`config.mk`:
```
export PLATFORM = sky130hd
export DESIGN_NAME = ram_window_decoder
export DESIGN_NICKNAME = d
export VERILOG_FILES = /design/src/rtl/ram_win_pkg.sv /design/src/rtl/ram_win_map_decode.sv /design/src/rtl/ram_win_alias.sv /design/src/rtl/ram_window_decoder.sv
export SDC_FILE = /design/constraint.sdc
export NUM_CORES = 1
export LEC_CHECK = 0
export CAP_MARGIN = 15
export CORE_MARGIN = 8
export CORE_UTILIZATION = 39
export CTS_CLUSTER_DIAMETER = 200
export DETAILED_ROUTE_END_ITERATION = 6
export GPL_ROUTABILITY_DRIVEN = 0
export PLACE_DENSITY_LB_ADDON = 0.25
export SLEW_MARGIN = 20
export SYNTH_ARGS = -nofsm -noshare
export SYNTH_HDL_FRONTEND = slang
export SYNTH_SLANG_ARGS = --single-unit
```
`constraint.sdc`:
```
create_clock -name clk -period 3.6 [get_ports clk]
set_input_delay 0.72 -clock clk [delete_from_list [all_inputs] [get_ports clk]]
set_output_delay 0.72 -clock clk [all_outputs]
set_load 0.1 [all_outputs]
```
`src/rtl/ram_win_pkg.sv`:
```
package ram_win_pkg;

    // Outcome of one window access
    typedef enum logic [1:0] {
        OUT_NONE  = 2'd0,
        OUT_RAM   = 2'd1,
        OUT_FLOAT = 2'd2,
        OUT_FAULT = 2'd3
    } win_out_e;

    localparam int MAP_W = 3;

endpackage

```
`src/rtl/ram_win_map_decode.sv`:
```
module ram_win_map_decode
    import ram_win_pkg::*;
#(
    parameter int AW = 23
) (
    input  logic [MAP_W-1:0] map,
    input  logic [AW-1:0]    addr,
    output win_out_e         kind
);

    localparam int SEG_W = 3;

    logic [SEG_W+1:0] seg;
    logic [SEG_W+1:0] ram_units;
    logic [SEG_W+1:0] float_end;

    // Bits 2 and 0 of the map pick the size of the RAM part.
    // Bit 1 adds a floating part of the same size after it.
    always_comb begin
        seg = {2'b00, addr[AW-1 -: SEG_W]};
        unique case ({map[2], map[0]})
            2'b00:   ram_units = 5'd1;
            2'b01:   ram_units = 5'd4;
            2'b10:   ram_units = 5'd2;
            default: ram_units = 5'd8;
        endcase
        float_end = ram_units << 1;
        if (seg < ram_units) begin
            kind = OUT_RAM;
        end else if (map[1] && (seg < float_end)) begin
            kind = OUT_FLOAT;
        end else begin
            kind = OUT_FAULT;
        end
    end

endmodule

```
`src/rtl/ram_win_alias.sv`:
```
module ram_win_alias #(
    parameter int AW = 23
) (
    input  logic          ram_big,
    input  logic [AW-1:0] addr,
    output logic [AW-1:0] phys
);

    // The small device is a quarter of the window
    localparam int SMALL_AW = AW - 2;

    always_comb begin
        if (ram_big) begin
            phys = addr;
        end else begin
            phys = {2'b00, addr[SMALL_AW-1:0]};
        end
    end

endmodule

```
`src/rtl/ram_window_decoder.sv`:
```
module ram_window_decoder
    import ram_win_pkg::*;
#(
    parameter int          AW       = 23,
    parameter int          DW       = 32,
    parameter int          CW       = 32,
    parameter int          MAP_LSB  = 9,
    parameter logic [31:0] RST_CTRL = 32'h0000_0A00
) (
    input  logic          clk,
    input  logic          rst_n,
    input  logic          reg_we,
    input  logic [CW-1:0] reg_wdata,
    output logic [CW-1:0] reg_rdata,
    input  logic          ram_big,
    input  logic          acc_valid,
    input  logic          acc_write,
    input  logic [AW-1:0] acc_addr,
    input  logic [DW-1:0] acc_wdata,
    input  logic [DW-1:0] ram_rdata,
    output logic          ram_en,
    output logic          ram_we,
    output logic [AW-1:0] ram_addr,
    output logic [DW-1:0] ram_wdata,
    output logic          bus_err,
    output logic          open_bus,
    output logic [DW-1:0] cpu_rdata
);

    typedef struct packed {
        logic [CW-1:0] ctrl;
        win_out_e      kind;
        logic          wr;
        logic [AW-1:0] addr;
        logic [DW-1:0] wdata;
    } state_t;

    state_t st_d, st_q;

    logic [MAP_W-1:0] map_q;
    win_out_e         dec_kind;
    logic [AW-1:0]    phys_addr;

    assign map_q = st_q.ctrl[MAP_LSB +: MAP_W];

    ram_win_map_decode #(.AW(AW)) u_map (
        .map  (map_q),
        .addr (acc_addr),
        .kind (dec_kind)
    );

    ram_win_alias #(.AW(AW)) u_alias (
        .ram_big (ram_big),
        .addr    (acc_addr),
        .phys    (phys_addr)
    );

    // Next-state: the access is decoded with the map held before any write this cycle
    always_comb begin
        st_d       = st_q;
        st_d.kind  = acc_valid ? dec_kind : OUT_NONE;
        st_d.wr    = acc_valid && acc_write && (dec_kind == OUT_RAM);
        st_d.addr  = phys_addr;
        st_d.wdata = acc_wdata;
        if (reg_we) begin
            st_d.ctrl = reg_wdata;
        end
    end

    always_ff @(posedge clk) begin
        if (!rst_n) begin
            st_q.ctrl  <= RST_CTRL[CW-1:0];
            st_q.kind  <= OUT_NONE;
            st_q.wr    <= 1'b0;
            st_q.addr  <= '0;
            st_q.wdata <= '0;
        end else begin
            st_q <= st_d;
        end
    end

    assign reg_rdata = st_q.ctrl;
    assign ram_en    = (st_q.kind == OUT_RAM);
    assign ram_we    = ram_en && st_q.wr;
    assign ram_addr  = st_q.addr;
    assign ram_wdata = st_q.wdata;
    assign bus_err   = (st_q.kind == OUT_FAULT);
    assign open_bus  = (st_q.kind == OUT_FLOAT);
    assign cpu_rdata = open_bus ? {DW{1'b1}} : ram_rdata;

endmodule

```
Word level (Yosys, flattened, before mapping)
Index checks and enable logic that the tools add are counted.
{"block": "word_totals", "reg_bits": 90, "latch_bits": 0, "ram_bits": 0, "romBits": 0, "output_inout_bits": 123, "wordCells": 25, "memories": 0}
{"block": "op_classes", "n_addsub": 0, "multipliers": 0, "n_div": 0, "n_lt_le_gt_ge": 2, "n_eq_ne": 6, "shift": 0, "mux": 4, "bitwise_logic": 0, "n_reduce_logical": 7}
{"operator": "$mux 32", "count": 1}
{"operator": "$pmux 4 s3", "count": 1}
{"operator": "$eq 2x1->1 const B", "count": 3}
{"operator": "$eq 2x2->1 const B", "count": 3}
{"operator": "$lt 3x5->1", "count": 1}
{"operator": "$logic_and 1x1->1", "count": 4}
{"operator": "$lt 3x4->1", "count": 1}
{"operator": "$reduce_and 2->1", "count": 2}
{"operator": "$logic_not 2->1", "count": 1}
{"operator": "$mux 2", "count": 1}
{"operator": "$mux 1", "count": 1}

Depth between registers and ports, before layout
Gate-level depths: netlist (run 1).
{"block": "depth", "word_depth": 8, "depth_mapped": 5, "depth_no_buf": 5}

By module
From an unflattened synthesis (run 1), not the netlist that was laid out.
{"block": "hier_totals", "hier_cells": 387, "area_unflattened_um2": 3997.6}
{"module": "ram_window_decoder", "n_inst": 1, "cells_per_inst": 352, "area_per_inst_um2": 3714.8, "seq_area_each_um2": 1801.7}
{"module": "ram_win_alias", "n_inst": 1, "cells_per_inst": 23, "area_per_inst_um2": 170.2, "seq_area_each_um2": 0.0}
{"module": "ram_win_map_decode", "n_inst": 1, "cells_per_inst": 12, "area_per_inst_um2": 112.6, "seq_area_each_um2": 0.0}

Least setup slack after synthesis (run 1)
OpenSTA, ideal clock, no wires.
{"block": "synth_timing", "path_kind": "reg-to-output", "start": "reg st_q[56] (netlist name)", "end": "out ram_we", "arrival_ns": 2.603, "t_required_ns": 2.880, "setup_slack_ns": 0.277, "path_stages_with_launch": 3, "n_path_buf": 0, "path_cell_list": "dfxtp_1 nor2b_1 and2_1"}
{"block": "synth_via", "elab_chain_cells": 2}
{"item": "from (decl)", "line_no": "ram_window_decoder.sv:38", "source": "state_t st_d, st_q;"}
{"item": "from (signal assigned)", "line_no": "ram_window_decoder.sv:78", "source": "st_q <= st_d;"}
{"item": "$eq 2x1->1", "line_no": "ram_window_decoder.sv:83", "source": "assign ram_en = (st_q.kind == OUT_RAM);"}
{"item": "net ram_en", "line_no": "ram_window_decoder.sv:21", "source": "output logic ram_en,"}
{"item": "$logic_and 1x1->1", "line_no": "ram_window_decoder.sv:84", "source": "assign ram_we = ram_en && st_q.wr;"}
{"item": "to (decl)", "line_no": "ram_window_decoder.sv:22", "source": "output logic ram_we,"}
The timed path passes the listed nets, and every way through them passes these cells.

Worst setup path in the final report (run 1)
{"block": "layout_timing", "start": "reg st_q (netlist bit reg_rdata[9])", "end": "out reg_rdata[9]"}
{"item": "to (decl)", "line_no": "ram_window_decoder.sv:14", "source": "output logic [CW-1:0] reg_rdata,"}
No word-level cell between the ends.

==> out/metrics.yaml, run 1 <==
fin_total_pwr_mw: 2.812
vias: 2758
cts_buffers: 9
ys_top_cells_by_count: "90 x buf_4, 90 x dfxtp_1, 55 x and2_1"
hpwl_mm: 8.620
wl_met1_mm: 3.954
ioPinCount: 248
drtPass1Iterations: 4
crit_fanout: 7
antenna_found_initial: 0
fin_skew_ps: 1.626
holdWs_ps: 496.1
initial_utilization_pct: 39.40
hold_path.class: "reg2reg"
crit_slowest_cell: "clkdlybuf4s50_1"
post_cts_buffers: 0
port_buffers: 247
period_share_pct: 74.61
clk_path_buf_depth: 2
track_usage_pct: 15.55
slew_headroom_pct: 31.99
ys_seq_area_share_pct: 47.89
reg2reg_slack_ps: 1900
fin_util_pct: 60.76
drive_above_1_share_pct: 11.05
async_flop_share_pct: 0
antenna_cells: 0
rows: 36
hold_end: "st_q[56]"
grt_pass1_vias: 2822
crit_buf_inv: 1
synth_cells: 364
clk_pin_slew_ps: 80
rr_startpoint: "reg_rdata[9]"
grt_max_degree: 59
grt_first_pass_wirelength_mm: 15.61
tightest_slew_ps: 1017
status: "finished, final reports clean"
dr.first_iter.drc_count: 99
via_per_inst: 4.191
ctsRootBufferMaster: "clkbuf_8"
worstSetupEndpointType: "output pin"
yosys-top-cells-area: "dfxtp_1 48%, buf_4 18%, and2_1 9.1%, mux2i_1 8.5%, nor2b_1 5.2%"
route.met3.wl_mm: 1.481
h-tree-depth: 3
rr_endpoint: "st_q[56]"
syn_area_mm2: 0.003762
slowest_delay_ps: 1180
synth.top_cell.area_share_pct: 47.89
cts.sinks: 90
nets: 648
die_x_um: 114.2
cts_tree: "built"
dr_wl_met2_mm: 5.033
syn_to_final_growth_pct: 54.21
worstHoldPathCells: 1
synth_top_cell_by_area: "dfxtp_1"
clkLatencyLatePin_ps: 340
hold_viol: 0
yosys_warnings: 0
overflow: 0
slew_viol_final: 0
place_ws_ps: 1267
ant_nets: 0
wl_per_cell_um: 16.02
layout_setup_ws_ps: 914.0
reg2reg_depth: 5
critPathRequiredTime_ps: 2880
yosysUniqueCellTypes: 23
top_layer: "met4"
fin_crit_ps: 2686
synth_edf_count: 0
synthFlopType: "dfxtp_1"
finalSetupViolCount: 0
synth_fp_nets: 492
path_delay_family: "buffers and inverters"
dieArea_mm2: 0.01305
criticalPathCategory: "reg2out"
setup_tns_ps: 0
cp_cell_sequence: "clkdlybuf4s50_1"
powerDensity_mw_per_mm2: 484.8
cts_hold_buf: 0
drt-total-wl_mm: 10.54
start_kind: "flop"
cts-resized-gates: 0
drc: 0
leakagePower_nw: 2.481
worstHoldStart: "reg_rdata[10]"
maxCapViolations: 0
synth-seq-cells: 90
fmax_mhz: 372.3
ir_drop_mv: 0.3286
crit_arrival_ps: 1970
syn_area_per_cell_um2: 10.34
grt_setup_unrepaired: "no"
die_h_um: 114.2
core-area_mm2: 0.009549
power by group:
part,leakage [nW],switching (mW),total [mW],internal [mW]
sequential,0.747,0.0205,1.07,1.05
combinational,1.62,0.686,0.975,0.289
clock,0.117,0.338,0.767,0.430
per-layer routing:
layer  GRT usage, %  up-vias
met5              0        -
met3          10.13        7
met1          14.66     1229
met2          27.09      163
li1               -     1359
met4          4.525        0
state kept, by name (all words and copies together), names as in the netlist:
signal / count
ram_addr: 23
reg_rdata: 32
ram_wdata: 32
st_q: 3
logic make-up (layout without fill, tap and decap cells):
group | count (synthesis) | in the layout | share of synthesized area [%]
adders and majority gates | 3 | 3 | 0.9978
and+or+nand+nor | 131 | 131 | 22.41
AOI/OAI and AO/OA | 4 | 4 | 0.7317
DFF | 90 | 90 | 47.89
buffers and inverters | 104 | 265 | 19.45
muxes | 32 | 32 | 8.514
area by class of cell:
class,count,area (um2)
clock buffers,12,155.1
well taps,133,166.4
multi-input cells,170,1229
clock inverters,4,73.82
inverters,1,3.754
repair buffers,248,2372
flip-flops and latches,90,1802
fillers,818,3747
how the worst max path moves through the flow:
| stage | startpoint | end | slack [ps] | cells after the start |
|---|---|---|---|---|
| floorplan | st_q[56] | ram_we | 280 | 2 |
| detailed placement | reg_rdata[9] | reg_rdata[9] | 1270 | 1 |
| global placement | ram_rdata[29] | cpu_rdata[29] | 1280 | 3 |
| CTS | reg_rdata[9] | reg_rdata[9] | 870 | 1 |
| finish | reg_rdata[9] | reg_rdata[9] | 910 | 1 |
| global route | st_q[56] | cpu_rdata[11] | 820 | 3 |
per-stage QoR:
stage | std cells | instance area, um2
2_1_floorplan | 364 | 3762
3_3_place_gp | 642 | 5573
3_5_place_dp | 642 | 5573
4_1_cts | 658 | 5802
5_1_grt | 658 | 5802
6_report | 658 | 5802
cells in the final DEF (no fill, tap or decap):
cell               n
nand2_1            3
ha_1               3
or3_1              1
a22oi_1            1
nor2b_1           31
clkbuf_8          11
clkinv_4           1
clkdlybuf4s50_1  206
nor3b_1            1
or2b_2             1
a31oi_1            1
buf_2              2
o311ai_1           1
inv_1              1
or2b_1            25
nand2b_1           9
and2_1            55
nor3_1             1
dfxtp_1           90
and3_1             3
mux2i_1           32
buf_4             40
nor2_1             1
clkinv_2           1
bufinv_16          2
clkbuf_1           1
a21oi_1            1
Power figures use the tool's default switching activity.
==> run 2, diff against run 1 <==
CORE_UTILIZATION = 36   (was 39)
clock period = 2.63 ns   (was 3.6 ns; I/O delays follow)
==> run 2 against run 1 <==
Die area rose by 7.1%. Flip-flop and latch count unchanged. Critical path depth up 3. Clock power rose by 9.4%. Global-route usage fell by 0.52 points. Via count up 0.69%. Count of clock-buffer cells in the layout decreased by 2. Hold slack got worse by 20 ps.
==> out/metrics.yaml, run 2 (synthesis results as in run 1) <==
status: "finished, final reports clean"  # unchanged
ir_drop_mv: 0.3300  # was 0.3286 mV
tightest_slew_ps: 502.9  # was 1017 ps
ioPinCount: 248  # unchanged
drtPass1Iterations: 4  # unchanged
vias: 2777  # was 2758
ant_nets: 0  # unchanged
dieArea_mm2: 0.01398  # was 0.01305 mm2
core-area_mm2: 0.01023  # was 0.009549 mm2
grt_pass1_vias: 2973  # was 2822
syn_to_final_growth_pct: 59.43  # was 54.21%
clkPwrFrac_pct: 22.5  # was 27.3%
track_usage_pct: 15.03  # was 15.55%
fillers: 878  # was 818
cts_buffers: 9  # unchanged
clk_path_buf_depth: 2  # unchanged
cp_cell_sequence: "nand2b_1 > buf_4 > or2b_1 > buf_12"  # was clkdlybuf4s50_1
drt-total-wl_mm: 10.80  # was 10.54 mm
start_kind: "flop"  # unchanged
comb_power_share_pct: 38.1  # was 34.7%
nets: 650  # was 648
grt_setup_unrepaired: "no"  # unchanged
wl_per_cell_um: 16.32  # was 16.02 um
cts.sinks: 90  # unchanged
crit_arrival_ps: 1520  # was 1970 ps
die_h_um: 118.2  # was 114.2 um
criticalPathCategory: "reg2out"  # unchanged
final_cell_area_mm2: 0.005998  # was 0.005802 mm2
powerDensity_mw_per_mm2: 620.7  # was 484.8 mW/mm2
slew_viol_final: 0  # unchanged
fin_crit_ps: 2042
finalSetupViolCount: 0  # unchanged
clkLatencyLatePin_ps: 340  # about the same
leakagePower_nw: 2.742  # was 2.481 nW
post_cts_buffers: 0  # unchanged
crit_slowest_cell: "dfxtp_1"  # was clkdlybuf4s50_1
cts-resized-gates: 0  # unchanged
cts_tree: "built"  # unchanged
fmax_mhz: 489.7
dr.first_iter.drc_count: 107  # was 99
cts_hold_buf: 0  # unchanged
place_ws_ps: 684.3  # was 1267 ps
critPathRequiredTime_ps: 2100  # was 2880 ps
initial_utilization_pct: 36.77  # was 39.40%
p_sw_mw: 1.458  # was 1.044 mW
grt_max_degree: 55  # was 59
via_per_inst: 4.195  # was 4.191
crit_fanout: 33  # was 7
h-tree-depth: 3  # unchanged
slowest_delay_ps: 340  # was 1180 ps
maxCapViolations: 0  # unchanged
grt_first_pass_wirelength_mm: 16.68  # was 15.61 mm
period_share_pct: 77.65
hpwl_mm: 8.919  # was 8.620 mm
fin_skew_ps: 3.808  # was 1.626 ps
setup_tns_ps: 0  # unchanged
drc: 0  # unchanged
layout_setup_ws_ps: 587.8  # was 914.0 ps
p_int_mw: 2.265  # was 1.769 mW
dpl_cell_area_mm2: 0.005822  # was 0.005573 mm2
port_buffers: 247  # unchanged
layout_common_cells: "122 x clkdlybuf4s50_1, 91 x buf_4, 90 x dfxtp_1"  # was 206 x clkdlybuf4s50_1, 90 x dfxtp_1, 55 x and2_1
rows: 37  # was 36
layout_commonest_cell: "clkdlybuf4s50_1"  # unchanged
antenna_cells: 0  # unchanged
drive_above_1_share_pct: 27.57  # was 11.05%
antenna_found_initial: 0  # unchanged
die_x_um: 118.2  # was 114.2 um
hold_path.class: "reg2reg"  # unchanged
slew_headroom_pct: 66.47  # was 31.99%
worstSetupEndpointType: "output pin"  # unchanged
ctsRootBufferMaster: "clkbuf_8"  # unchanged
hold_viol: 0  # unchanged
clk_pin_slew_ps: 80  # about the same
overflow: 0  # unchanged
switching_share_pct: 39.17  # was 37.12%
p_seq_share_pct: 39.4  # was 38.1%
## run 2: cell count changes in the layout (fill, tap and decap cells not counted), sizes merged
cell	change
buf	+86
clkdlybuf4s50	-84
clkinvlp	+4
bufinv	-2
clkbuf	-2
clkinv	-2
inv	+1
## run 2: layer usage
layer | part of all wire, % | wire length, um | GRT usage, %
met4 | 0.80 | 86 | 3.603
met5 | 0 | 0 | 0
met2 | 50 | 5391 | 26.93
met1 | 38 | 4116 | 15.11
met3 | 11 | 1207 | 7.806
## run 2: cell type report
class,count,area [um2],share of cell area (%)
clock buffer,10,137.6,2.295
tap,136,170.2,2.837
inverter,1,3.754,0.06258
sequential,90,1802,30.04
multi-input combinational,170,1231,20.53
timing repair buffer,250,2615,43.60
clock inverter,5,38.79,0.6466
## run 2: path summary, 6_finish.rpt
check / startpoint / endpoint / slack (ps) / cells after the start
worst max register to register: reg_rdata[9] / st_q[56] / 1000 / 5
worst min-delay path: reg_rdata[10] / st_q[56] / 480 / 1
worst max-delay path: st_q[56] / cpu_rdata[10] / 590 / 4
worst min register to register: reg_rdata[10] / st_q[56] / 480 / 1
## run 2: power groups by stage
stage               Sequential (mW)  Combinational [mW]  Clock (mW)
floorplan                      1.49                1.04           0
global placement               1.50                1.42           0
detailed placement             1.50                1.43           0
CTS                            1.47                1.43       0.880
global route                   1.48                1.46       0.940
finish                         1.47                1.42       0.839
## run 2: worst max-delay path, delay by kind of cell (launching register included)
family,cells,cell delay [ps]
simple gates,2,400
flops,1,340
buf+inv,2,440
## run 2: metrics by stage
| stage | cells | power [mW] | hold WS, ps | utilization [%] |
|---|---|---|---|---|
| 2_1_floorplan | 364 | 2.527 | 436.1 | - |
| 3_3_place_gp | 647 | 2.915 | 467.1 | 56.90 |
| 3_5_place_dp | 647 | 2.928 | 467.9 | 56.90 |
| 4_1_cts | 662 | 3.779 | 480.5 | 58.63 |
| 5_1_grt | 662 | 3.880 | 522.9 | 58.63 |
| 6_report | 662 | 3.723 | 476.3 | 58.63 |
==> run 3, diff against run 2 <==
clock period = 2.1 ns   (was 2.63 ns; I/O delays follow)
==> run 3 against run 2 <==
Flip-flop and latch count is the same. Sequential share of layout area down 0.36 points. Via count rose by 0.36%. First-iteration DRC count decreased by 17%. Clock skew is 2.7 ps lower. Total power up 30%. Largest power group unchanged.
==> out/metrics.yaml, run 3 (synthesis results as in run 1) <==
core-area_mm2: 0.01023  # unchanged
syn_to_final_growth_pct: 61.36  # was 59.43%
grt_first_pass_wirelength_mm: 17.19  # was 16.68 mm
worstSetupEndpointType: "output pin"  # unchanged
layout_commonest_cell: "clkdlybuf4s50_1"  # unchanged
slew_headroom_pct: 68.55  # was 66.47%
fmax_mhz: 505.3
grt_max_degree: 57  # was 55
fin_cells: 665  # was 662
grt_setup_unrepaired: "no"  # unchanged
comb_power_share_pct: 36.6  # was 38.1%
dieArea_mm2: 0.01398  # unchanged
status: "finished, final reports clean"  # unchanged
hold_viol: 0  # unchanged
h-tree-depth: 3  # unchanged
rows: 37  # unchanged
leakagePower_nw: 2.778  # was 2.742 nW
maxCapViolations: 0  # unchanged
antenna_cells: 0  # unchanged
fin_skew_ps: 1.072  # was 3.808 ps
ioPinCount: 248  # unchanged
slew_viol_final: 0  # unchanged
start_kind: "flop"  # unchanged
antenna_found_initial: 0  # unchanged
overflow: 0  # unchanged
vias: 2787  # was 2777
critPathRequiredTime_ps: 1680  # was 2100 ps
powerDensity_mw_per_mm2: 799.9  # was 620.7 mW/mm2
p_int_mw: 3.000  # was 2.265 mW
hold_path.class: "in2reg"  # was reg2reg
drtPass1Iterations: 3  # was 4
ctsRootBufferMaster: "clkbuf_8"  # unchanged
initial_utilization_pct: 36.77  # unchanged
cts_tree: "built"  # unchanged
clk_pin_slew_ps: 80  # about the same
cts_hold_buf: 0  # unchanged
drt-total-wl_mm: 11.02  # was 10.80 mm
die_x_um: 118.2  # unchanged
tightest_slew_ps: 471.7  # was 502.9 ps
p_seq_share_pct: 37.8  # was 39.4%
via_per_inst: 4.191  # was 4.195
wl_per_cell_um: 16.57  # was 16.32 um
port_buffers: 247  # unchanged
clkLatencyLatePin_ps: 350  # was 340 ps
crit_arrival_ps: 1560  # was 1520 ps
clkPwrFrac_pct: 25.5  # was 22.5%
track_usage_pct: 15.69  # was 15.03%
post_cts_buffers: 0  # unchanged
finalSetupViolCount: 0  # unchanged
die_h_um: 118.2  # unchanged
grt_pass1_vias: 2929  # was 2973
nets: 652  # was 650
criticalPathCategory: "reg2out"  # unchanged
hpwl_mm: 9.166  # was 8.919 mm
crit_fanout: 15  # was 33
drc: 0  # unchanged
drive_above_1_share_pct: 28.36  # was 27.57%
cts_buffers: 9  # unchanged
fin_crit_ps: 1979
clk_path_buf_depth: 2  # unchanged
ant_nets: 0  # unchanged
dr.first_iter.drc_count: 89  # was 107
setup_tns_ps: 0  # unchanged
p_sw_mw: 1.857  # was 1.458 mW
period_share_pct: 94.24
layout_common_cells: "122 x clkdlybuf4s50_1, 92 x buf_4, 90 x dfxtp_1"  # was 122 x clkdlybuf4s50_1, 91 x buf_4, 90 x dfxtp_1
place_inst: 649  # was 647
ir_drop_mv: 0.4914  # was 0.3300 mV
switching_share_pct: 38.23  # was 39.17%
cts.sinks: 90  # unchanged
fillers: 871  # was 878
## run 3: cell types whose count changed in the layout (fill, tap and decap cells not counted)
cell and change:
and2_1 -1, and2_2 +1, clkinvlp_4 -1, clkbuf_8 +1
buf_4 +1, nor2b_2 -1, nand2b_1 -1, nor2b_4 +1
buf_12 +1, nand2b_2 +1, bufinv_16 +1
## run 3: cell type report
class	instances	area (um2)	area share, %
inverter	1	3.754	0.06183
clock inverter	5	61.31	1.010
tap	136	170.2	2.803
clock buffer	11	151.4	2.494
sequential	90	1802	29.68
multi-input combinational	170	1240	20.42
timing repair buffer	252	2643	43.53
## run 3: power by group through the flow
stage               Combinational (mW)  Clock [mW]  Sequential, mW
floorplan                         1.30           0            1.87
global route                      1.84        1.35            1.85
global placement                  1.78           0            1.87
CTS                               1.80        1.28            1.84
detailed placement                1.79           0            1.88
finish                            1.78        1.24            1.84
## run 3: what timing repair did
item / 4_1_cts / 5_1_grt
resized for setup: 1 / 0
endpoints found under the setup margin: 12 / 0
endpoints found under the hold margin: 0 / 0
## run 3: critical path: stages, from the launching register on
cell	delay (ps)
dfxtp_1	340
nand2b_2	200
buf_4	200
or2b_1	280
buf_12	180
## run 3: path summary, 6_finish.rpt
path	startpoint	end	slack (ps)	cells past startpoint
min reg2reg	reg_rdata[10]	st_q[56]	490	1
min	rst_n	reg_rdata[11]	470	2
max	st_q[56]	cpu_rdata[3]	120	4
max reg2reg	reg_rdata[11]	st_q[56]	520	5
## run 3: per-stage QoR
stage / area [um2] / worst slack [ps] / utilization, % / hold slack [ps] / power (mW)
finish: 6071 / 121.0 / 59.34 / 467.4 / 4.856
global route: 6071 / 9.679 / 59.34 / 496.1 / 5.036
CTS: 6071 / 82.20 / 59.34 / 456.3 / 4.918
detailed placement: 5856 / 295.0 / 57.23 / 485.7 / 3.670
global placement: 5856 / 368.7 / 57.23 / 464.9 / 3.655
floorplan: 3771 / 248.6 / - / 436.1 / 3.166
## run 3: routing by layer
| metal | global-route usage (%) | up-vias | part of all wire, % |
|---|---|---|---|
| li1 | - | 1371 | - |
| met1 | 16.78 | 1244 | 38 |
| met2 | 25.97 | 162 | 49 |
| met3 | 7.996 | 10 | 12 |
| met4 | 6.005 | 0 | 1.4 |
| met5 | 0 | - | 0 |
